===== src/rtl/irq_stack_seq_pkg.sv =====
package irq_stack_seq_pkg;
  localparam int MASK_BIT = 2;
  localparam int DEC_BIT  = 3;
  localparam int BRK_BIT  = 4;
  localparam int ONE_BIT  = 5;

  typedef enum logic [2:0] {K_RST, K_NMI, K_IRQ, K_BRK, K_RTI} cause_e;
  typedef enum logic [2:0] {A_PC, A_STK, A_STKUP, A_VLO, A_VHI} addrSel_e;
  typedef enum logic [1:0] {W_PCH, W_PCL, W_STAT} wSel_e;

  typedef struct packed {
    cause_e   cause;
    addrSel_e addrSel;
    wSel_e    wSel;
    logic     we;
    logic     spDec;
    logic     spInc;
    logic     latchRet;
    logic     retPlus2;
    logic     capStat;
    logic     capLow;
    logic     finish;
  } strobe_t;
endpackage


===== src/rtl/irq_stack_seq_ctrl.sv =====
module irq_stack_seq_ctrl
  import irq_stack_seq_pkg::*;
#(
  parameter int STEP_W = 3
) (
  input  logic    clk,
  input  logic    rstN,
  input  logic    nmiReq,
  input  logic    irqReq,
  input  logic    brkReq,
  input  logic    rtiReq,
  input  logic    iMask,
  output strobe_t strb,
  output logic    busy
);
  localparam logic [STEP_W-1:0] ENTRY_LAST  = STEP_W'(6);
  localparam logic [STEP_W-1:0] RTI_LAST    = STEP_W'(5);
  localparam logic [STEP_W-1:0] HIJACK_LAST = STEP_W'(3);

  logic              run;
  cause_e            cause;
  logic [STEP_W-1:0] step;
  logic              nmiPrev, nmiPend;
  logic              nmiRise, nmiLive, irqLive;
  logic              startVld, hijack, nmiTake;
  cause_e            startCause, hijackCause;
  logic [STEP_W-1:0] lastStep;

  assign nmiRise  = nmiReq & ~nmiPrev;
  assign nmiLive  = nmiPend | nmiRise;
  assign irqLive  = irqReq & ~iMask;
  assign lastStep = (cause == K_RTI) ? RTI_LAST : ENTRY_LAST;
  assign hijack   = run && (cause == K_BRK) && (step <= HIJACK_LAST) && (nmiLive || irqLive);
  assign hijackCause = nmiLive ? K_NMI : K_IRQ;
  assign busy     = run;

  always_comb begin
    startVld   = 1'b1;
    startCause = K_RTI;
    if (nmiLive)      startCause = K_NMI;
    else if (irqLive) startCause = K_IRQ;
    else if (brkReq)  startCause = K_BRK;
    else if (rtiReq)  startCause = K_RTI;
    else              startVld   = 1'b0;
    if (run) startVld = 1'b0;
  end

  assign nmiTake = (startVld && startCause == K_NMI) || (hijack && nmiLive);

  always_comb begin
    strb = '0;
    strb.cause   = cause;
    strb.addrSel = A_PC;
    strb.wSel    = W_PCH;
    if (!run) begin
      strb.latchRet = startVld;
      strb.retPlus2 = startCause == K_BRK;
    end else if (cause == K_RTI) begin
      case (step)
        3'd2: strb.addrSel = A_STK;
        3'd3: begin strb.addrSel = A_STKUP; strb.spInc = 1'b1; strb.capStat = 1'b1; end
        3'd4: begin strb.addrSel = A_STKUP; strb.spInc = 1'b1; strb.capLow  = 1'b1; end
        3'd5: begin strb.addrSel = A_STKUP; strb.spInc = 1'b1; strb.finish  = 1'b1; end
        default: ;
      endcase
    end else begin
      case (step)
        3'd2, 3'd3, 3'd4: begin
          strb.addrSel = A_STK;
          strb.we      = cause != K_RST;
          strb.spDec   = cause != K_RST;
          strb.wSel    = (step == 3'd2) ? W_PCH : (step == 3'd3) ? W_PCL : W_STAT;
        end
        3'd5: begin strb.addrSel = A_VLO; strb.capLow = 1'b1; end
        3'd6: begin strb.addrSel = A_VHI; strb.finish = 1'b1; end
        default: ;
      endcase
    end
  end

  always_ff @(posedge clk or negedge rstN) begin
    if (!rstN) begin
      run     <= 1'b1;
      cause   <= K_RST;
      step    <= '0;
      nmiPrev <= 1'b0;
      nmiPend <= 1'b0;
    end else begin
      nmiPrev <= nmiReq;
      nmiPend <= nmiLive & ~nmiTake;
      if (!run) begin
        if (startVld) begin
          run   <= 1'b1;
          cause <= startCause;
          step  <= '0;
        end
      end else begin
        if (step == lastStep) run <= 1'b0;
        else step <= step + STEP_W'(1);
        if (hijack) cause <= hijackCause;
      end
    end
  end

  // An idle cycle that sees a fresh NMI edge always commits to the NMI sequence
  assert_nmi_first_R2: assert property (@(posedge clk) disable iff (!rstN)
    ($rose(nmiReq) && !run) |=> (run && cause == K_NMI));

  // A return sequence never writes the bus
  assert_rti_read_only_R8: assert property (@(posedge clk) disable iff (!rstN)
    (run && cause == K_RTI) |-> !strb.we);
endmodule


===== src/rtl/irq_stack_seq_dp.sv =====
module irq_stack_seq_dp
  import irq_stack_seq_pkg::*;
#(
  parameter int ADDR_W = 16,
  parameter int DATA_W = 8,
  parameter logic [ADDR_W-DATA_W-1:0] STACK_PAGE = 'h01,
  parameter logic [ADDR_W-1:0] NMI_VEC = 'hFFFA,
  parameter logic [ADDR_W-1:0] RST_VEC = 'hFFFC,
  parameter logic [ADDR_W-1:0] IRQ_VEC = 'hFFFE
) (
  input  logic              clk,
  input  logic              rstN,
  input  strobe_t           strb,
  input  logic [ADDR_W-1:0] pcIn,
  input  logic [DATA_W-1:0] statusIn,
  input  logic [DATA_W-1:0] busRdata,
  output logic [ADDR_W-1:0] busAddr,
  output logic [DATA_W-1:0] busWdata,
  output logic              busWe,
  output logic [ADDR_W-1:0] pcOut,
  output logic [DATA_W-1:0] statusOut,
  output logic              done
);
  logic [DATA_W-1:0] sp, spUp, lowByte, pullStat, pushStat;
  logic [ADDR_W-1:0] retPc, vecBase;
  logic [DATA_W-1:0] entryStat, rtiStat;

  assign spUp = sp + DATA_W'(1);

  always_comb begin
    case (strb.cause)
      K_NMI:   vecBase = NMI_VEC;
      K_RST:   vecBase = RST_VEC;
      default: vecBase = IRQ_VEC;
    endcase
    case (strb.addrSel)
      A_STK:   busAddr = {STACK_PAGE, sp};
      A_STKUP: busAddr = {STACK_PAGE, spUp};
      A_VLO:   busAddr = vecBase;
      A_VHI:   busAddr = vecBase + ADDR_W'(1);
      default: busAddr = pcIn;
    endcase
    pushStat = statusIn;
    pushStat[ONE_BIT] = 1'b1;
    pushStat[BRK_BIT] = strb.cause == K_BRK;
    entryStat = statusIn;
    entryStat[ONE_BIT]  = 1'b1;
    entryStat[BRK_BIT]  = 1'b0;
    entryStat[MASK_BIT] = 1'b1;
    rtiStat = pullStat;
    rtiStat[ONE_BIT] = 1'b1;
    rtiStat[BRK_BIT] = 1'b0;
    case (strb.wSel)
      W_PCH:   busWdata = retPc[ADDR_W-1:DATA_W];
      W_PCL:   busWdata = retPc[DATA_W-1:0];
      default: busWdata = pushStat;
    endcase
  end

  assign busWe = strb.we;

  always_ff @(posedge clk or negedge rstN) begin
    if (!rstN) begin
      sp        <= '1;
      retPc     <= '0;
      lowByte   <= '0;
      pullStat  <= '0;
      pcOut     <= '0;
      statusOut <= '0;
      done      <= 1'b0;
    end else begin
      done <= strb.finish;
      if (strb.latchRet) retPc <= pcIn + {{(ADDR_W-2){1'b0}}, strb.retPlus2, 1'b0};
      if (strb.spDec)    sp <= sp - DATA_W'(1);
      if (strb.spInc)    sp <= spUp;
      if (strb.capLow)   lowByte <= busRdata;
      if (strb.capStat)  pullStat <= busRdata;
      if (strb.finish) begin
        pcOut     <= {busRdata, lowByte};
        statusOut <= (strb.cause == K_RTI) ? rtiStat : entryStat;
      end
    end
  end

  assert_push_in_page_R6: assert property (@(posedge clk) disable iff (!rstN)
    busWe |-> (busAddr[ADDR_W-1:DATA_W] == STACK_PAGE));

  assert_push_then_dec_R6: assert property (@(posedge clk) disable iff (!rstN)
    busWe |=> (sp == $past(sp) - DATA_W'(1)));

  assert_done_single_R10: assert property (@(posedge clk) disable iff (!rstN)
    done |=> !done);

  assert_pc_hold_R10: assert property (@(posedge clk) disable iff (!rstN)
    !$stable(pcOut) |-> done);
endmodule


===== src/rtl/irq_stack_seq.sv =====
module irq_stack_seq
  import irq_stack_seq_pkg::*;
#(
  parameter int ADDR_W = 16,
  parameter int DATA_W = 8
) (
  input  logic              clk,
  input  logic              rstN,
  input  logic              nmiReq,
  input  logic              irqReq,
  input  logic              brkReq,
  input  logic              rtiReq,
  input  logic [ADDR_W-1:0] pcIn,
  input  logic [DATA_W-1:0] statusIn,
  input  logic [DATA_W-1:0] busRdata,
  output logic [ADDR_W-1:0] busAddr,
  output logic [DATA_W-1:0] busWdata,
  output logic              busWe,
  output logic [ADDR_W-1:0] pcOut,
  output logic [DATA_W-1:0] statusOut,
  output logic              busy,
  output logic              done
);
  strobe_t strb;

  irq_stack_seq_ctrl #(.STEP_W(3)) u_ctrl (
    .clk(clk), .rstN(rstN), .nmiReq(nmiReq), .irqReq(irqReq),
    .brkReq(brkReq), .rtiReq(rtiReq), .iMask(statusIn[MASK_BIT]),
    .strb(strb), .busy(busy)
  );

  irq_stack_seq_dp #(.ADDR_W(ADDR_W), .DATA_W(DATA_W)) u_dp (
    .clk(clk), .rstN(rstN), .strb(strb), .pcIn(pcIn), .statusIn(statusIn),
    .busRdata(busRdata), .busAddr(busAddr), .busWdata(busWdata), .busWe(busWe),
    .pcOut(pcOut), .statusOut(statusOut), .done(done)
  );

  assert_done_follows_busy_R10: assert property (@(posedge clk) disable iff (!rstN)
    $fell(busy) |-> done);
endmodule


===== config.mk =====
export PLATFORM = sky130hd
export DESIGN_NAME = irq_stack_seq
export DESIGN_NICKNAME = d
export VERILOG_FILES = /design/src/rtl/irq_stack_seq_pkg.sv /design/src/rtl/irq_stack_seq_ctrl.sv /design/src/rtl/irq_stack_seq_dp.sv /design/src/rtl/irq_stack_seq.sv
export SDC_FILE = /design/constraint.sdc
export NUM_CORES = 1
export LEC_CHECK = 0
export ABC_AREA = 1
export BUFFER_PORTS_ARGS = -buffer_cell sky130_fd_sc_hd__buf_2
export CAP_MARGIN = 20
export CORE_MARGIN = 2
export CORE_UTILIZATION = 40
export DETAILED_ROUTE_END_ITERATION = 8
export HOLD_SLACK_MARGIN = 0.15
export SLEW_MARGIN = 20
export SYNTH_ARGS = -nofsm -noshare
export SYNTH_HDL_FRONTEND = slang
export SYNTH_SLANG_ARGS = --single-unit

===== constraint.sdc =====
create_clock -name clk -period 5.59 [get_ports clk]
set_input_delay 1.118 -clock clk [delete_from_list [all_inputs] [get_ports clk]]
set_output_delay 1.118 -clock clk [all_outputs]
set_load 0.02 [all_outputs]

# Word level (Yosys, flattened, before mapping)
# Cells that the tools add are included.
dict set report word_totals {
  inputBits 38
  regBits 74
  elab_cells 102
  output_inout_bits 51
}
dict set report op_classes {
  n_reduce_logical 16
  n_addsub 5
  muxes 43
  order_cmp 1
  n_bitwise 7
  eq_ne 18
}
# cell n
set op_table {}
lappend op_table {{$pmux 16 s4} 1}
lappend op_table {{$mux 3} 11}
lappend op_table {{$mux 8} 4}
lappend op_table {{$eq 3x2->1 const B} 6}
lappend op_table {{$add 16x2->16} 1}
lappend op_table {{$pmux 8 s2} 1}
lappend op_table {{$eq 3x3->1 const B} 5}
lappend op_table {{$mux 1} 15}
lappend op_table {{$mux 2} 6}
lappend op_table {{$eq 3x1->1 const B} 3}
lappend op_table {{$pmux 3 s3} 1}
lappend op_table {{$add 8x1->8 const B} 1}
lappend op_table {{$mux 4} 2}
lappend op_table {{$sub 8x1->8 const B} 1}
lappend op_table {{$pmux 3 s2} 1}
lappend op_table {{$reduce_or 3->1} 2}
lappend op_table {{$add 4x2->5 const B} 1}
lappend op_table {{$logic_and 1x1->1} 5}
lappend op_table {{$ne 2x2->1 const B} 2}
lappend op_table {{$pmux 2 s2} 1}
lappend op_table {{$reduce_and 2->1} 2}
lappend op_table {{$reduce_bool 2->1} 2}
lappend op_table {{$add 3x1->3 const B} 1}
lappend op_table {{$and 1x1->1} 3}
lappend op_table {{9 further kinds} 12}

# Logic depth before layout (Yosys ltp)
# Gate-level depths: netlist of the first run.
dict set report logic_depth {
  ltp_word 9
  mapped_depth 15
  ltp_nobuf 15
}

# By module
# Synthesis of the first run repeated with hierarchy kept, for this count alone.
dict set report hier_totals {
  hier_cells 565
  hier_area_um2 4120.2
}
# module seq_area_each_um2 cells_per_inst area_each_um2 instances
set modules_own_cells {}
lappend modules_own_cells {irq_stack_seq_dp 1561.5 464 3400.8 1}
lappend modules_own_cells {irq_stack_seq_ctrl 226.5 101 719.4 1}

# Worst setup path before layout of the first run
# Ideal clock, no wire load.
dict set report synth_timing {
  path_type {register -> output}
  start {register u_ctrl.run (netlist: u_ctrl.busy)}
  end {output busWdata[4]}
  arrival_ns 1.694
  n_path_buf 2
  path_stages_with_launch 7
  setup_slack_ns 2.778
  t_required_ns 4.472
  path_cell_list {dfstp_2 > buf_2 > inv_2 > nor2_1 > nand3_2 > buf_2 > o211ai_1}
}
dict set report synth_between {
  elab_chain_len 3
  word_cells_on_any_way 4
  classes_between {1 x eq/ne; 2 x mux; 1 x reduce/logical}
}
# item line_no
set synth_rtl {}
lappend synth_rtl {{from (decl)} irq_stack_seq_ctrl.sv:20} ;# logic run;
lappend synth_rtl {{from (signal assigned)} irq_stack_seq_ctrl.sv:83} ;# run <= 1'b1;
lappend synth_rtl {{from (signal assigned)} irq_stack_seq_ctrl.sv:93} ;# run <= 1'b1;
lappend synth_rtl {{from (signal assigned)} irq_stack_seq_ctrl.sv:98} ;# if (step == lastStep) run <= 1'b0;
lappend synth_rtl {{$mux 8 *} irq_stack_seq_ctrl.sv:55} ;# if (!run) begin
lappend synth_rtl {{$eq 2x1->1 or $logic_not 2->1 (tied branches)} irq_stack_seq_dp.sv:53} ;# case (strb.wSel)
lappend synth_rtl {{$pmux 8 s2 *} irq_stack_seq_dp.sv:53}
lappend synth_rtl {{to (decl)} irq_stack_seq.sv:17} ;# output logic [DATA_W-1:0] busWdata,
# Mark *: on every way between the ends. The rest lies on a longest branch, timed or not.

# Final worst setup path of the first run
dict set report layout_timing {
  start {register u_ctrl.step[1]}
  end {output busAddr[4]}
}
dict set report layout_between {
  elab_chain_len 7
  word_cells_on_any_way 16
  classes_between {9 x eq/ne; 5 x mux; 2 x reduce/logical}
}
# item line_no
set layout_rtl {}
lappend layout_rtl {{from (decl)} irq_stack_seq_ctrl.sv:22} ;# logic [STEP_W-1:0] step;
lappend layout_rtl {{from (signal assigned)} irq_stack_seq_ctrl.sv:99} ;# else step <= step + STEP_W'(1);
lappend layout_rtl {{$eq 3x3->1 or $eq 3x2->1 (tied branches)} {irq_stack_seq_ctrl.sv:59, irq_stack_seq_ctrl.sv:67}}
lappend layout_rtl {{$reduce_or 3->1, on equally long branches} -}
lappend layout_rtl {{$pmux 3 s3 or $pmux 2 s2 (tied branches)} {irq_stack_seq_ctrl.sv:67, irq_stack_seq_ctrl.sv:59}}
lappend layout_rtl {{$mux 3 *} irq_stack_seq_ctrl.sv:58} ;# end else if (cause == K_RTI) begin
lappend layout_rtl {{$mux 8 *} irq_stack_seq_ctrl.sv:55}
lappend layout_rtl {{$eq 3x3->1, or another cell as far along} irq_stack_seq_dp.sv:36} ;# case (strb.addrSel)
lappend layout_rtl {{$pmux 16 s4 *} irq_stack_seq_dp.sv:36}
lappend layout_rtl {{to (decl)} irq_stack_seq.sv:16} ;# output logic [ADDR_W-1:0] busAddr,
# Marked as above.

==> impl_table.tex, run 1 <==
\begin{tabular}{lr}
\hline
Metric & Value \\
\hline
\multicolumn{2}{l}{\textbf{GRT}} \\
Number of antenna violations at the first check in global routing & 0 \\
Global-route wire length before repair & 17360 um \\
GRT Resource Usage Total & 19.16\% \\
Maximum number of pins on one net before global-route repair & 72 \\
Sum of overflow across all layers after global routing & 0 \\
Via count of the first global-routing pass & 3692 \\
\multicolumn{2}{l}{\textbf{STA}} \\
Fin crit share & 69.64\% \\
Post-layout minimum cycle time & 3.893 ns \\
Total count of hold-check failures in the final report & 0 \\
Setup repair after global routing missed its margin & false \\
Final number of max-transition violations & 0 \\
Least-Margin Pin Slew & 0.8906 ns \\
Highest clock rate & 256.9 MHz \\
Setup violators final & 0 \\
Worst clock skew & 0.006625 ns \\
Final setup TNS & 0 ns \\
Slew HR & 40.63\% \\
\multicolumn{2}{l}{\textbf{Outcome}} \\
Status & finished, final reports clean \\
\multicolumn{2}{l}{\textbf{Logic synthesis}} \\
Net Count, Synth & 595 \\
Post-Synthesis Cell Area & 4178 um\^{}2 \\
Yosys synthesis warning count & 0 \\
Synthesis-stage register bit count & 71 \\
Number of different library cells in the post-synthesis netlist & 38 \\
Mean Syn Cell Area & 7.652 um\^{}2 \\
Share of synthesized area occupied by flip-flops and latches & 42.80\% \\
Synthesized netlist cell count & 546 \\
\multicolumn{2}{l}{\textbf{Layout}} \\
Net total in the final layout & 673 \\
Layout cells sized above 1 & 22.61\% \\
\# diodes & 0 \\
Commonest cells after routing, fill and taps aside & sky130\_fd\_sc\_hd\_\_nand2\_1 (151), sky130\_fd\_sc\_hd\_\_buf\_2 (85), sky130\_fd\_sc\_hd\_\_dfrtp\_1 (62) \\
Non-filler instance count after layout & 764 \\
Final core occ & 47.34\% \\
Area growth from synthesis to layout & 15.93\% \\
Most common cell after layout, fill and taps aside & sky130\_fd\_sc\_hd\_\_nand2\_1 \\
\multicolumn{2}{l}{\textbf{Setup path}} \\
Capturing element type of the critical path & output pin \\
Type of element launching the critical path & register \\
Critical path fanouts, max & 12 \\
Setup CP Type & reg -> out \\
Required @ worst endpoint & 4.47 ns \\
Data arrival time of the critical path & 2.77 ns \\
\multicolumn{2}{l}{\textbf{Pwr}} \\
Static leakage & 2.516 nW \\
Maximum ir drop on the vdd rail & 0.3567 mV \\
Power Dens Cells & 628.6 nW/um\^{}2 \\
\multicolumn{2}{l}{\textbf{Job}} \\
Number of max-cap violations & 0 \\
\multicolumn{2}{l}{\textbf{Clocking}} \\
Clock slew at the register clock pins of the worst setup and hold paths & 0.08 ns \\
Sink Count & 71 \\
Post-cts hold buffer count & 0 \\
Root buffer cell & sky130\_fd\_sc\_hd\_\_clkbuf\_8 \\
CTS H-tree lvls & 3 \\
Total setup buffers inserted after CTS & 0 \\
Inserted Clock Buffers & 9 \\
Worst-skew pair later-pin latency & 0.35 ns \\
Maximum buffer depth of the clock tree & 2 \\
Clock tree from TritonCTS & built \\
Cells resized by post-CTS repair & 0 \\
\multicolumn{2}{l}{\textbf{Route}} \\
Via Count & 3762 \\
Initial DRC Count & 209 \\
Antenna viol nets, final & 0 \\
Total wire length after detailed routing & 10200 um \\
Number of remaining DRC errors & 0 \\
Detailed-routing iteration count for the pre-antenna-repair pass & 5 \\
Routed len/inst & 13.35 um \\
Number of vias per cell & 4.924 \\
\multicolumn{2}{l}{\textbf{Placement}} \\
Estimated wirelength of the detail-placed design & 7668 um \\
Placed Cells & 749 \\
Total of buffers placed on input and output ports & 85 \\
RD Place Congestion & 0.8942 \\
\multicolumn{2}{l}{\textbf{Floorplanning}} \\
Die Span Y & 106.2 um \\
Std cell rows & 37 \\
Die area & 11280 um\^{}2 \\
Width of the die & 106.2 um \\
Ports placed on the boundary & 89 \\
Core area & 10230 um\^{}2 \\
Initial Util & 40.83\% \\
\multicolumn{2}{l}{\textbf{Min path}} \\
Class of the most critical hold timing path & reg -> reg \\
\hline
\end{tabular}
cells in the mapped netlist:
master	number	area share, %
sky130_fd_sc_hd__a31oi_1	8	1.2
sky130_fd_sc_hd__nand3_1	51	6.1
sky130_fd_sc_hd__nand3b_1	2	0.36
sky130_fd_sc_hd__nor3_1	11	1.3
sky130_fd_sc_hd__nand3_2	4	0.96
sky130_fd_sc_hd__a21oi_2	1	0.21
sky130_fd_sc_hd__buf_4	5	0.90
sky130_fd_sc_hd__nand2_1	151	14
sky130_fd_sc_hd__conb_1	1	0.090
sky130_fd_sc_hd__a21oi_4	2	0.78
sky130_fd_sc_hd__ha_1	11	3.3
sky130_fd_sc_hd__inv_1	55	4.9
sky130_fd_sc_hd__o221ai_1	1	0.21
sky130_fd_sc_hd__dfrtp_1	62	37
sky130_fd_sc_hd__xnor2_1	1	0.21
sky130_fd_sc_hd__o21ai_1	27	3.2
sky130_fd_sc_hd__buf_6	1	0.27
sky130_fd_sc_hd__a211oi_1	1	0.18
sky130_fd_sc_hd__nor2_2	1	0.15
sky130_fd_sc_hd__a21oi_1	2	0.24
sky130_fd_sc_hd__nand3_4	1	0.42
sky130_fd_sc_hd__o21ai_0	27	3.2
sky130_fd_sc_hd__nand2_4	2	0.54
sky130_fd_sc_hd__inv_2	8	0.72
sky130_fd_sc_hd__nand4_1	12	1.8
sky130_fd_sc_hd__dfstp_2	9	5.7
sky130_fd_sc_hd__nor2_1	33	3.0
sky130_fd_sc_hd__o211ai_1	6	1.1
sky130_fd_sc_hd__buf_2	10	1.2
sky130_fd_sc_hd__mux2_1	2	0.54
sky130_fd_sc_hd__clkbuf_1	3	0.27
sky130_fd_sc_hd__nor3b_1	1	0.18
sky130_fd_sc_hd__nor2_4	1	0.27
sky130_fd_sc_hd__o22ai_1	3	0.45
sky130_fd_sc_hd__or2_2	2	0.30
sky130_fd_sc_hd__nand2_2	10	1.5
sky130_fd_sc_hd__clkinv_1	2	0.18
sky130_fd_sc_hd__xor2_1	16	3.4
critical path: stages, from the launching register on:
cell	delay, ns
sky130_fd_sc_hd__dfrtp_1	0.45
sky130_fd_sc_hd__inv_1	0.14
sky130_fd_sc_hd__ha_1	0.15
sky130_fd_sc_hd__nand2_1	0.11
sky130_fd_sc_hd__nand3_4	0.16
sky130_fd_sc_hd__nand3_2	0.07
sky130_fd_sc_hd__nand2_1	0.30
sky130_fd_sc_hd__nand2_1	0.32
sky130_fd_sc_hd__nor2_1	0.35
sky130_fd_sc_hd__nand2_1	0.10
sky130_fd_sc_hd__nand3_1	0.11
sky130_fd_sc_hd__buf_2	0.17
area by class of cell:
type	count	area, um^2
clock buffers	10	137.6
fillers	1033	5388
inverters	65	244.0
repair buffers	86	432.9
well taps	136	170.2
multi-input cells	391	2036
clock inverters	5	35.03
flip-flops and latches	71	1788
power breakdown:
group,leakage (nW),switching (mW),internal [mW],total (mW)
Combinational,1.60,1.17,0.562,1.74
Sequential,0.825,0.167,0.768,0.935
Clock,0.0881,0.203,0.171,0.374
Total,2.52,1.54,1.50,3.04
sequential cells by signal (all words and copies together) (netlist names):
signal,count
u_dp.pcOut,16
u_dp.statusOut,7
u_ctrl.nmiPrev,1
u_ctrl.step,3
u_ctrl.cause,3
u_dp.pullStat,6
u_dp.done,1
u_dp.lowByte,8
u_dp.sp,8
u_dp.retPc,16
u_ctrl.busy,1
u_ctrl.nmiPend,1
worst paths after layout:
check                                from             end  slack, ns  cells after the start
min                         u_dp.pcOut[6]   u_dp.pcOut[6]       0.47                      2
max in group asynchronous            rstN   u_dp.retPc[3]       4.04                      2
max reg2reg                   u_ctrl.busy  u_dp.retPc[15]       3.12                     13
min reg2reg                 u_dp.pcOut[6]   u_dp.pcOut[6]       0.47                      2
max                        u_ctrl.step[1]      busAddr[4]       1.70                     11
min in group asynchronous            rstN       u_dp.done       0.98                      2
stage by stage:
step / instance area (um^2) / power, mW / hold slack, ns / setup slack, ns
global route: 4843 / 3.322 / 0.5000 / 1.424
floorplan: 4178 / 2.188 / 0.4452 / 2.778
finish: 4843 / 3.044 / 0.4737 / 1.697
CTS: 4843 / 3.069 / 0.4753 / 1.706
detailed placement: 4671 / 2.683 / 0.4558 / 2.107
global placement: 4671 / 2.661 / 0.4478 / 2.147
logic make-up (layout without fill, tap and decap cells):
family	after synthesis	count (layout)	share of synthesized area, %
other	1	1	0.08976
AND/OR/NAND/NOR	282	282	30.43
adder cells (fa/ha/maj)	11	11	3.294
AO/OA/AOI/OAI	78	78	10.81
XOR/XNOR	17	17	3.564
multiplexers	2	2	0.5390
buffers and inverters	84	166	8.476
flip-flops	71	71	42.80
metal layers:
metal	vias to the layer above	part of all wire [%]	track usage, %
li1	1923	-	-
met1	1757	49	25.84
met2	67	46	30.91
met3	15	3.2	3.433
met4	0	1.6	6.861
met5	-	0	0
(Power assumes the default switching activity.)
==> run 2: changes to the inputs <==
ABC_AREA = 0   (was 1)
clock period = 3.3 ns   (was 5.59 ns; I/O delays follow)
==> run 2 against run 1 <==
First-iteration DRC count decreased by 29%; power increased by 75%; non-clock buffer count increased by 16; wire length decreased by 4.6%; critical path type unchanged; critical endpoint is now busAddr[5]; largest cell class unchanged.
==> impl_table.tex, run 2 <==
\begin{tabular}{lr}
\hline
Metric & Value \\
\hline
\multicolumn{2}{l}{\textbf{Layout}} \\
Count of filler cells inserted in the layout & 970 (was 1033) \\
Most common cell after layout, fill and taps aside & sky130\_fd\_sc\_hd\_\_buf\_2 (was sky130\_fd\_sc\_hd\_\_nand2\_1) \\
Area growth from synthesis to layout & 20.38\% (was 15.93\%) \\
Biggest regs & u\_dp.pcOut: 16 flops, u\_dp.retPc: 16 flops (unchanged) \\
Commonest cells after routing, fill and taps aside & sky130\_fd\_sc\_hd\_\_buf\_2 (85), sky130\_fd\_sc\_hd\_\_dfrtp\_1 (59), sky130\_fd\_sc\_hd\_\_nor2\_1 (37), sky130\_fd\_sc\_hd\_\_nand2\_1 (37), sky130\_fd\_sc\_hd\_\_mux2\_2 (35) (was sky130\_fd\_sc\_hd\_\_nand2\_1 (151), sky130\_fd\_sc\_hd\_\_buf\_2 (85), sky130\_fd\_sc\_hd\_\_dfrtp\_1 (62)) \\
Layout cells sized above 1 & 37.35\% (was 22.61\%) \\
\# diodes & 0 (unchanged) \\
Net total in the final layout & 542 (was 673) \\
Non-filler instance count after layout & 631 (was 764) \\
\multicolumn{2}{l}{\textbf{Setup path}} \\
Setup CP Type & reg -> out (unchanged) \\
Critical path fanouts, max & 10 (was 12) \\
Data arrival time of the critical path & 2.51 ns (was 2.77 ns) \\
Capturing element type of the critical path & output pin (unchanged) \\
Required @ worst endpoint & 2.64 ns (was 4.47 ns) \\
Type of element launching the critical path & register (unchanged) \\
\multicolumn{2}{l}{\textbf{Clocking}} \\
Sink Count & 71 (unchanged) \\
Inserted Clock Buffers & 9 (unchanged) \\
Post-cts hold buffer count & 0 (unchanged) \\
Maximum buffer depth of the clock tree & 2 (unchanged) \\
Root buffer cell & sky130\_fd\_sc\_hd\_\_clkbuf\_8 (unchanged) \\
Worst-skew pair later-pin latency & 0.35 ns (about the same) \\
CTS H-tree lvls & 3 (unchanged) \\
Clock tree from TritonCTS & built (unchanged) \\
Clock slew at the register clock pins of the worst setup and hold paths & 0.08 ns (about the same) \\
\multicolumn{2}{l}{\textbf{GRT}} \\
Maximum number of pins on one net before global-route repair & 72 (unchanged) \\
Sum of overflow across all layers after global routing & 0 (unchanged) \\
Via count of the first global-routing pass & 3249 (was 3692) \\
GRT Resource Usage Total & 18.18\% (was 19.16\%) \\
Number of antenna violations at the first check in global routing & 0 (unchanged) \\
Global-route wire length before repair & 16090 um (was 17360 um) \\
\multicolumn{2}{l}{\textbf{Route}} \\
Via Count & 3335 (was 3762) \\
Antenna viol nets, final & 0 (unchanged) \\
Detailed-routing iteration count for the pre-antenna-repair pass & 4 (was 5) \\
Detail Route met2 WL & 4492 um (was 4713 um) \\
Total length of routed met3 wires & 435 um (was 326 um) \\
Routed len/inst & 15.42 um (was 13.35 um) \\
Initial DRC Count & 148 (was 209) \\
Detailed-route wire length on metal 1 & 4573 um (was 4997 um) \\
Highest routing layer actually used & met4 (unchanged) \\
Number of vias per cell & 5.285 (was 4.924) \\
Number of remaining DRC errors & 0 (unchanged) \\
Total wire length after detailed routing & 9730 um (was 10200 um) \\
\multicolumn{2}{l}{\textbf{STA}} \\
Worst clock skew & 0.01339 ns (was 0.006625 ns) \\
Setup violators final & 0 (unchanged) \\
Total count of hold-check failures in the final report & 0 (unchanged) \\
Post-layout minimum cycle time & 3.165 ns \\
Setup slack after layout & 0.1349 ns (was 1.697 ns) \\
Fin crit share & 95.91\% \\
Final number of max-transition violations & 0 (unchanged) \\
Least-Margin Pin Slew & 0.6178 ns (was 0.8906 ns) \\
Highest clock rate & 315.9 MHz \\
Setup repair after global routing missed its margin & false (unchanged) \\
Slew HR & 58.66\% (was 40.63\%) \\
Final setup TNS & 0 ns (unchanged) \\
\multicolumn{2}{l}{\textbf{Job}} \\
Number of max-cap violations & 0 (unchanged) \\
\multicolumn{2}{l}{\textbf{Floorplanning}} \\
Die area & 10950 um\^{}2 (was 11280 um\^{}2) \\
Std cell rows & 36 (was 37) \\
Core area & 9819 um\^{}2 (was 10230 um\^{}2) \\
Ports placed on the boundary & 89 (unchanged) \\
Die Span Y & 104.6 um (was 106.2 um) \\
Initial Util & 41.26\% (was 40.83\%) \\
Width of the die & 104.6 um (was 106.2 um) \\
\multicolumn{2}{l}{\textbf{Logic synthesis}} \\
FFs w/ async S/R, synth & 100.0\% (unchanged) \\
Number of different library cells in the post-synthesis netlist & 63 (was 38) \\
Synthesis-stage register bit count & 71 (unchanged) \\
Most frequent cell after synthesis & sky130\_fd\_sc\_hd\_\_dfrtp\_1 (was sky130\_fd\_sc\_hd\_\_nand2\_1) \\
Yosys synthesis warning count & 0 (unchanged) \\
Flip-flop cell with the highest count after synthesis & sky130\_fd\_sc\_hd\_\_dfrtp\_1 (unchanged) \\
Share of synthesized area occupied by flip-flops and latches & 44.13\% (was 42.80\%) \\
Area share of the leading cell type in the synthesized netlist & 38.30\% (was 37.14\%) \\
Leading cell types by total area after synthesis & sky130\_fd\_sc\_hd\_\_dfrtp\_1 (38\%), sky130\_fd\_sc\_hd\_\_mux2\_2 (9.7\%), sky130\_fd\_sc\_hd\_\_dfstp\_2 (5.8\%) (was sky130\_fd\_sc\_hd\_\_dfrtp\_1 (37\%), sky130\_fd\_sc\_hd\_\_nand2\_1 (14\%), sky130\_fd\_sc\_hd\_\_nand3\_1 (6.1\%)) \\
Mean Syn Cell Area & 10.10 um\^{}2 (was 7.652 um\^{}2) \\
Net Count, Synth & 450 (was 595) \\
Number of enable-type register cells in the synthesized netlist & 0 (unchanged) \\
Cell type contributing the most total cell area after synthesis & sky130\_fd\_sc\_hd\_\_dfrtp\_1 (unchanged) \\
Synthesized netlist cell count & 401 (was 546) \\
Leading post-synthesis cells by instance count & sky130\_fd\_sc\_hd\_\_dfrtp\_1 (62), sky130\_fd\_sc\_hd\_\_nor2\_1 (39), sky130\_fd\_sc\_hd\_\_nand2\_1 (37) (was sky130\_fd\_sc\_hd\_\_nand2\_1 (151), sky130\_fd\_sc\_hd\_\_dfrtp\_1 (62), sky130\_fd\_sc\_hd\_\_inv\_1 (55)) \\
Post-Synthesis Cell Area & 4051 um\^{}2 (was 4178 um\^{}2) \\
\multicolumn{2}{l}{\textbf{Placement}} \\
Placed Cells & 611 (was 749) \\
RD Place Congestion & 0.8544 (was 0.8942) \\
Worst slack after detailed placement & 0.3001 ns (was 2.107 ns) \\
Total of buffers placed on input and output ports & 85 (unchanged) \\
Estimated wirelength of the detail-placed design & 7150 um (was 7668 um) \\
\multicolumn{2}{l}{\textbf{Pwr}} \\
Maximum ir drop on the vdd rail & 0.4527 mV (was 0.3567 mV) \\
Power Dens Cells & 1092 nW/um\^{}2 (was 628.6 nW/um\^{}2) \\
Overall Power & 5.325 mW (was 3.044 mW) \\
Static leakage & 2.127 nW (was 2.516 nW) \\
\multicolumn{2}{l}{\textbf{Min path}} \\
Class of the most critical hold timing path & in -> async (was reg -> reg) \\
\multicolumn{2}{l}{\textbf{Outcome}} \\
Status & finished, final reports clean (unchanged) \\
\hline
\end{tabular}
run 2: cell types whose count changed after synthesis, moves of 9 or more:
cell / before / now
sky130_fd_sc_hd__a21oi_1: 2 / 17
sky130_fd_sc_hd__inv_1: 55 / 10
sky130_fd_sc_hd__mux2_2: 0 / 35
sky130_fd_sc_hd__mux2i_1: 0 / 12
sky130_fd_sc_hd__nand2_1: 151 / 37
sky130_fd_sc_hd__nand2_2: 10 / 1
sky130_fd_sc_hd__nand3_1: 51 / 14
sky130_fd_sc_hd__o21ai_0: 27 / 18
sky130_fd_sc_hd__o21ai_1: 27 / 1
run 2: worst max-delay path, stage by stage, from the launching register on:
cell	delay, ns
sky130_fd_sc_hd__dfrtp_1	0.49
sky130_fd_sc_hd__or3b_4	0.47
sky130_fd_sc_hd__buf_4	0.20
sky130_fd_sc_hd__mux2i_1	0.13
sky130_fd_sc_hd__a22oi_1	0.19
sky130_fd_sc_hd__nor2b_1	0.07
sky130_fd_sc_hd__buf_4	0.17
sky130_fd_sc_hd__o221a_2	0.28
sky130_fd_sc_hd__buf_2	0.16
run 2: per-stage QoR:
stage               hold slack [ns]  util [%]  area, um^2
finish                       0.3135     49.67        4877
global route                 0.3432     49.67        4877
detailed placement           0.4724     47.21        4636
CTS                          0.3407     49.17        4828
global placement             0.4483     47.21        4636
floorplan                    0.3644         -        4051
run 2: repair_timing:
item / 4_1_cts / 5_1_grt
pin swaps: 0 / 2
resized for setup: 4 / 7
setup endpoints to repair: 16 / 22
buffers inserted: 0 / 4
run 2: worst paths after layout:
path / from / to / slack [ns] / cells past startpoint
setup / recovery: u_ctrl.cause[1] / busAddr[5] / 0.13 / 8
hold / removal: rstN / u_dp.retPc[10] / 0.31 / 2
setup reg to reg: u_ctrl.busy / u_dp.retPc[9] / 0.92 / 8
hold reg to reg: u_dp.statusOut[5] / u_dp.statusOut[5] / 0.48 / 1
max in group asynchronous: rstN / u_dp.sp[0] / 2.62 / 2
min in group clk: nmiReq / u_ctrl.nmiPrev / 0.43 / 1
run 2: logic make-up (layout without fill, tap and decap cells):
group	after synthesis	count (layout)	share of synthesized area, %
AO/OA/AOI/OAI	82	82	13.87
multiplexers	47	47	12.69
other	1	1	0.09256
AND/OR/NAND/NOR	136	136	17.08
buffers and inverters	31	128	3.984
XOR/XNOR	22	22	4.756
flip-flops	71	71	44.13
adder cells (fa/ha/maj)	11	11	3.397
run 2: area by class of cell:
type,instances,area (um^2),area share (%)
multi-input cells,299,2127,43.61
flip-flops and latches,71,1792,36.74
repair buffers,102,569.3,11.67
well taps,133,166.4,3.412
clock buffers,9,123.9,2.540
clock inverters,7,61.31,1.257
inverters,10,37.54,0.7696
run 2: layer usage:
| metal | up-vias | GRT usage (%) |
|---|---|---|
| li1 | 1617 | - |
| met1 | 1621 | 25.25 |
| met2 | 79 | 27.82 |
| met3 | 18 | 3.993 |
| met4 | 0 | 6.857 |
| met5 | - | 0 |
run 2: report_power, final:
part	internal (mW)	total [mW]	switching [mW]
Clock	0.287	0.660	0.373
Combinational	1.25	3.00	1.75
Sequential	1.33	1.67	0.332
==> run 3: changes to the inputs <==
SYNTH_HIERARCHICAL = 1   (was default)
==> run 3 against run 2 <==
Sequential cell count is the same; power grew 12%; fmax shrank 0.88%; cell area grew 4.0%; combinational power grew 21%; first-iteration DRC count grew 31%; core utilization shrank 0.078 points; critical path type unchanged.
==> impl_table.tex, run 3 <==
\begin{tabular}{lr}
\hline
Metric & Value \\
\hline
\multicolumn{2}{l}{\textbf{Outcome}} \\
Status & finished, final reports clean (unchanged) \\
\multicolumn{2}{l}{\textbf{Pwr}} \\
Part of the power in registers & 28.1\% (was 31.3\%) \\
Power Dens Cells & 1176 nW/um\^{}2 (was 1092 nW/um\^{}2) \\
Static leakage & 2.159 nW (was 2.127 nW) \\
Overall Power & 5.968 mW (was 5.325 mW) \\
Internal cell power & 3.168 mW (was 2.870 mW) \\
Maximum ir drop on the vdd rail & 0.9267 mV (was 0.4527 mV) \\
Part of the power in combinational logic & 60.9\% (was 56.3\%) \\
Switching power & 2.800 mW (was 2.455 mW) \\
Clock power frac & 11.1\% (was 12.4\%) \\
Switching part of the total power & 46.92\% (was 46.11\%) \\
\multicolumn{2}{l}{\textbf{Setup path}} \\
CP max-delay cell & sky130\_fd\_sc\_hd\_\_dfrtp\_2 (was sky130\_fd\_sc\_hd\_\_dfrtp\_1) \\
CP top delay family & simple AND/OR/NAND/NOR gates (unchanged) \\
Capturing element type of the critical path & output pin (unchanged) \\
Delay of the slowest cell on the worst path & 0.45 ns (was 0.49 ns) \\
Setup CP Type & reg -> out (unchanged) \\
Type of element launching the critical path & register (unchanged) \\
CP Buf/Inv Count & 3 (unchanged) \\
Series of cell instances along the critical path & inv\_1, ha\_1, nor3b\_4, buf\_12, nand2b\_1, o21ai\_0, o2bb2ai\_1, or3\_4, buf\_2 (was or3b\_4, buf\_4, mux2i\_1, a22oi\_1, nor2b\_1, buf\_4, o221a\_2, buf\_2) \\
Required @ worst endpoint & 2.64 ns (about the same) \\
Data arrival time of the critical path & 2.53 ns (was 2.51 ns) \\
Critical path fanouts, max & 10 (unchanged) \\
\multicolumn{2}{l}{\textbf{Route}} \\
Detailed-routing iteration count for the pre-antenna-repair pass & 5 (was 4) \\
Antenna viol nets, final & 0 (unchanged) \\
Total wire length after detailed routing & 9870 um (was 9730 um) \\
Initial DRC Count & 194 (was 148) \\
Routed len/inst & 15.02 um (was 15.42 um) \\
Number of vias per cell & 5.298 (was 5.285) \\
Number of remaining DRC errors & 0 (unchanged) \\
Via Count & 3481 (was 3335) \\
\multicolumn{2}{l}{\textbf{GRT}} \\
Maximum number of pins on one net before global-route repair & 72 (unchanged) \\
Sum of overflow across all layers after global routing & 0 (unchanged) \\
Via count of the first global-routing pass & 3249 (unchanged) \\
Global-route wire length before repair & 15810 um (was 16090 um) \\
GRT Resource Usage Total & 17.38\% (was 18.18\%) \\
Number of antenna violations at the first check in global routing & 0 (unchanged) \\
\multicolumn{2}{l}{\textbf{Floorplanning}} \\
Die Span Y & 106.4 um (was 104.6 um) \\
Width of the die & 106.4 um (was 104.6 um) \\
Core area & 10230 um\^{}2 (was 9819 um\^{}2) \\
Initial Util & 40.99\% (was 41.26\%) \\
Die area & 11320 um\^{}2 (was 10950 um\^{}2) \\
Ports placed on the boundary & 89 (unchanged) \\
Std cell rows & 37 (was 36) \\
\multicolumn{2}{l}{\textbf{Layout}} \\
Count of filler cells inserted in the layout & 983 (was 970) \\
Layout cells sized above 1 & 38.77\% (was 37.35\%) \\
Final core occ & 49.59\% (was 49.67\%) \\
Area growth from synthesis to layout & 20.97\% (was 20.38\%) \\
Final Cell Area & 5074 um\^{}2 (was 4877 um\^{}2) \\
Net total in the final layout & 563 (was 542) \\
Biggest regs & u\_dp/pcOut: 16 flops, u\_dp/retPc: 16 flops (was u\_dp.pcOut: 16 flops, u\_dp.retPc: 16 flops) \\
Commonest cells after routing, fill and taps aside & sky130\_fd\_sc\_hd\_\_buf\_2 (84), sky130\_fd\_sc\_hd\_\_dfrtp\_1 (58), sky130\_fd\_sc\_hd\_\_nor2\_1 (36) (was sky130\_fd\_sc\_hd\_\_buf\_2 (85), sky130\_fd\_sc\_hd\_\_dfrtp\_1 (59), sky130\_fd\_sc\_hd\_\_nor2\_1 (37), sky130\_fd\_sc\_hd\_\_nand2\_1 (37), sky130\_fd\_sc\_hd\_\_mux2\_2 (35)) \\
\# diodes & 0 (unchanged) \\
Most common cell after layout, fill and taps aside & sky130\_fd\_sc\_hd\_\_buf\_2 (unchanged) \\
\multicolumn{2}{l}{\textbf{STA}} \\
Setup violators final & 0 (unchanged) \\
Setup slack after layout & 0.1069 ns (was 0.1349 ns) \\
Final number of max-transition violations & 0 (unchanged) \\
Highest clock rate & 313.2 MHz (was 315.9 MHz) \\
Fin crit share & 96.76\% (was 95.91\%) \\
Slew HR & 34.17\% (was 58.66\%) \\
Least-Margin Pin Slew & 0.9875 ns (was 0.6178 ns) \\
Worst clock skew & 0.01307 ns (was 0.01339 ns) \\
Final setup TNS & 0 ns (unchanged) \\
Total count of hold-check failures in the final report & 0 (unchanged) \\
Post-layout minimum cycle time & 3.193 ns (was 3.165 ns) \\
\multicolumn{2}{l}{\textbf{Clocking}} \\
Inserted Clock Buffers & 9 (unchanged) \\
CTS H-tree lvls & 3 (unchanged) \\
Worst-skew pair later-pin latency & 0.35 ns (about the same) \\
Root buffer cell & sky130\_fd\_sc\_hd\_\_clkbuf\_8 (unchanged) \\
Clock tree from TritonCTS & built (unchanged) \\
Clock slew at the register clock pins of the worst setup and hold paths & 0.08 ns (about the same) \\
Maximum buffer depth of the clock tree & 2 (unchanged) \\
Sink Count & 71 (unchanged) \\
\multicolumn{2}{l}{\textbf{Placement}} \\
RD Place Congestion & 0.8341 (was 0.8544) \\
Worst slack after detailed placement & 0.1714 ns (was 0.3001 ns) \\
Total of buffers placed on input and output ports & 85 (unchanged) \\
Placed cell area & 4740 um\^{}2 (was 4636 um\^{}2) \\
Estimated wirelength of the detail-placed design & 7001 um (was 7150 um) \\
\multicolumn{2}{l}{\textbf{Logic synthesis}} \\
Area share of the leading cell type in the synthesized netlist & 36.99\% (was 38.30\%) \\
Number of enable-type register cells in the synthesized netlist & 0 (unchanged) \\
Most frequent cell after synthesis & sky130\_fd\_sc\_hd\_\_dfrtp\_1 (unchanged) \\
Post-Synthesis Cell Area & 4194 um\^{}2 (was 4051 um\^{}2) \\
Leading post-synthesis cells by instance count & sky130\_fd\_sc\_hd\_\_dfrtp\_1 (62), sky130\_fd\_sc\_hd\_\_nor2\_1 (38), sky130\_fd\_sc\_hd\_\_nand2\_1 (34) (was sky130\_fd\_sc\_hd\_\_dfrtp\_1 (62), sky130\_fd\_sc\_hd\_\_nor2\_1 (39), sky130\_fd\_sc\_hd\_\_nand2\_1 (37)) \\
Synthesized netlist cell count & 430 (was 401) \\
Mean Syn Cell Area & 9.754 um\^{}2 (was 10.10 um\^{}2) \\
Share of synthesized area occupied by flip-flops and latches & 42.63\% (was 44.13\%) \\
FFs w/ async S/R, synth & 100.0\% (unchanged) \\
Yosys synthesis warning count & 6 (was 0) \\
Flip-flop cell with the highest count after synthesis & sky130\_fd\_sc\_hd\_\_dfrtp\_1 (unchanged) \\
Net Count, Synth & 477 (was 450) \\
Leading cell types by total area after synthesis & sky130\_fd\_sc\_hd\_\_dfrtp\_1 (37\%), sky130\_fd\_sc\_hd\_\_mux2\_2 (8.6\%), sky130\_fd\_sc\_hd\_\_dfstp\_2 (5.6\%) (was sky130\_fd\_sc\_hd\_\_dfrtp\_1 (38\%), sky130\_fd\_sc\_hd\_\_mux2\_2 (9.7\%), sky130\_fd\_sc\_hd\_\_dfstp\_2 (5.8\%)) \\
Cell type contributing the most total cell area after synthesis & sky130\_fd\_sc\_hd\_\_dfrtp\_1 (unchanged) \\
Number of different library cells in the post-synthesis netlist & 61 (was 63) \\
Synthesis-stage register bit count & 71 (unchanged) \\
\multicolumn{2}{l}{\textbf{Min path}} \\
Class of the most critical hold timing path & in -> async (unchanged) \\
\multicolumn{2}{l}{\textbf{Job}} \\
Number of max-cap violations & 0 (unchanged) \\
\hline
\end{tabular}
==> run 3: kinds of logic after synthesis <==
kind of cell	synth area share, %
simple gates	18.14
compound gates	13.57
flops	42.63
mux	12.23
buf+inv	5.429
xor+xnor	5.221
fa+ha+maj	2.685
other cells	0.08941
==> run 3: worst register-to-register path, stage by stage (launching register included) <==
cell                      delay (ns)
sky130_fd_sc_hd__dfstp_2        0.41
sky130_fd_sc_hd__buf_4          0.20
sky130_fd_sc_hd__nor3_1         0.40
sky130_fd_sc_hd__ha_1           0.33
sky130_fd_sc_hd__ha_1           0.33
sky130_fd_sc_hd__nand3_1        0.14
sky130_fd_sc_hd__nor4_1         0.35
sky130_fd_sc_hd__xnor2_1        0.16
sky130_fd_sc_hd__a21oi_1        0.08
==> run 3: final timing paths <==
| kind | cells after the start | slack [ns] | startpoint | endpoint |
|---|---|---|---|---|
| hold / removal | 2 | 0.30 | rstN | u_dp/statusOut[5] |
| min in group clk | 1 | 0.43 | nmiReq | u_ctrl/nmiPrev |
| max in group asynchronous | 2 | 2.63 | rstN | u_ctrl/busy |
| hold reg to reg | 1 | 0.48 | u_dp/statusOut[5] | u_dp/statusOut[5] |
| setup reg to reg | 8 | 0.78 | u_ctrl/busy | u_dp/retPc[15] |
| setup / recovery | 9 | 0.11 | u_ctrl/step[0] | busAddr[2] |
==> run 3: final cells by class <==
type,count,area [um^2],area share (%)
clock inverters,7,61.31,1.208
flip-flops and latches,71,1793,35.34
repair buffers,107,618.1,12.18
well taps,136,170.2,3.354
inverters,10,41.29,0.8138
clock buffers,9,123.9,2.441
multi-input cells,317,2266,44.66
==> run 3: timing repair <==
item | 4_1_cts | 5_1_grt
resized for setup | 9 | 18
hold buffers | 0 | 0
endpoints found under the setup margin | 16 | 16
buffers inserted | 3 | 4
hold endpoints to repair | 0 | 0
==> run 3: power groups by stage <==
stage          combinational [mW]  sequential [mW]  clock [mW]
2_1_floorplan                2.33             1.75           0
3_3_place_gp                 3.30             1.68           0
3_5_place_dp                 3.35             1.69           0
4_1_cts                      3.45             1.68       0.691
5_1_grt                      3.95             1.74       0.721
6_report                     3.63             1.68       0.661
==> run 3: metal layers <==
| layer | up-vias | global-route usage [%] | share of wire (%) |
|---|---|---|---|
| li1 | 1699 | - | - |
| met1 | 1663 | 24.45 | 49 |
| met2 | 108 | 26.60 | 44 |
| met3 | 11 | 4.414 | 5.7 |
| met4 | 0 | 4.699 | 0.94 |
| met5 | - | 0 | 0 |
==> run 3: through the flow <==
stage	cells	hold slack, ns
floorplan	430	0.3644
global route	657	0.3476
CTS	653	0.3248
detailed placement	634	0.4766
finish	657	0.3048
global placement	634	0.4501
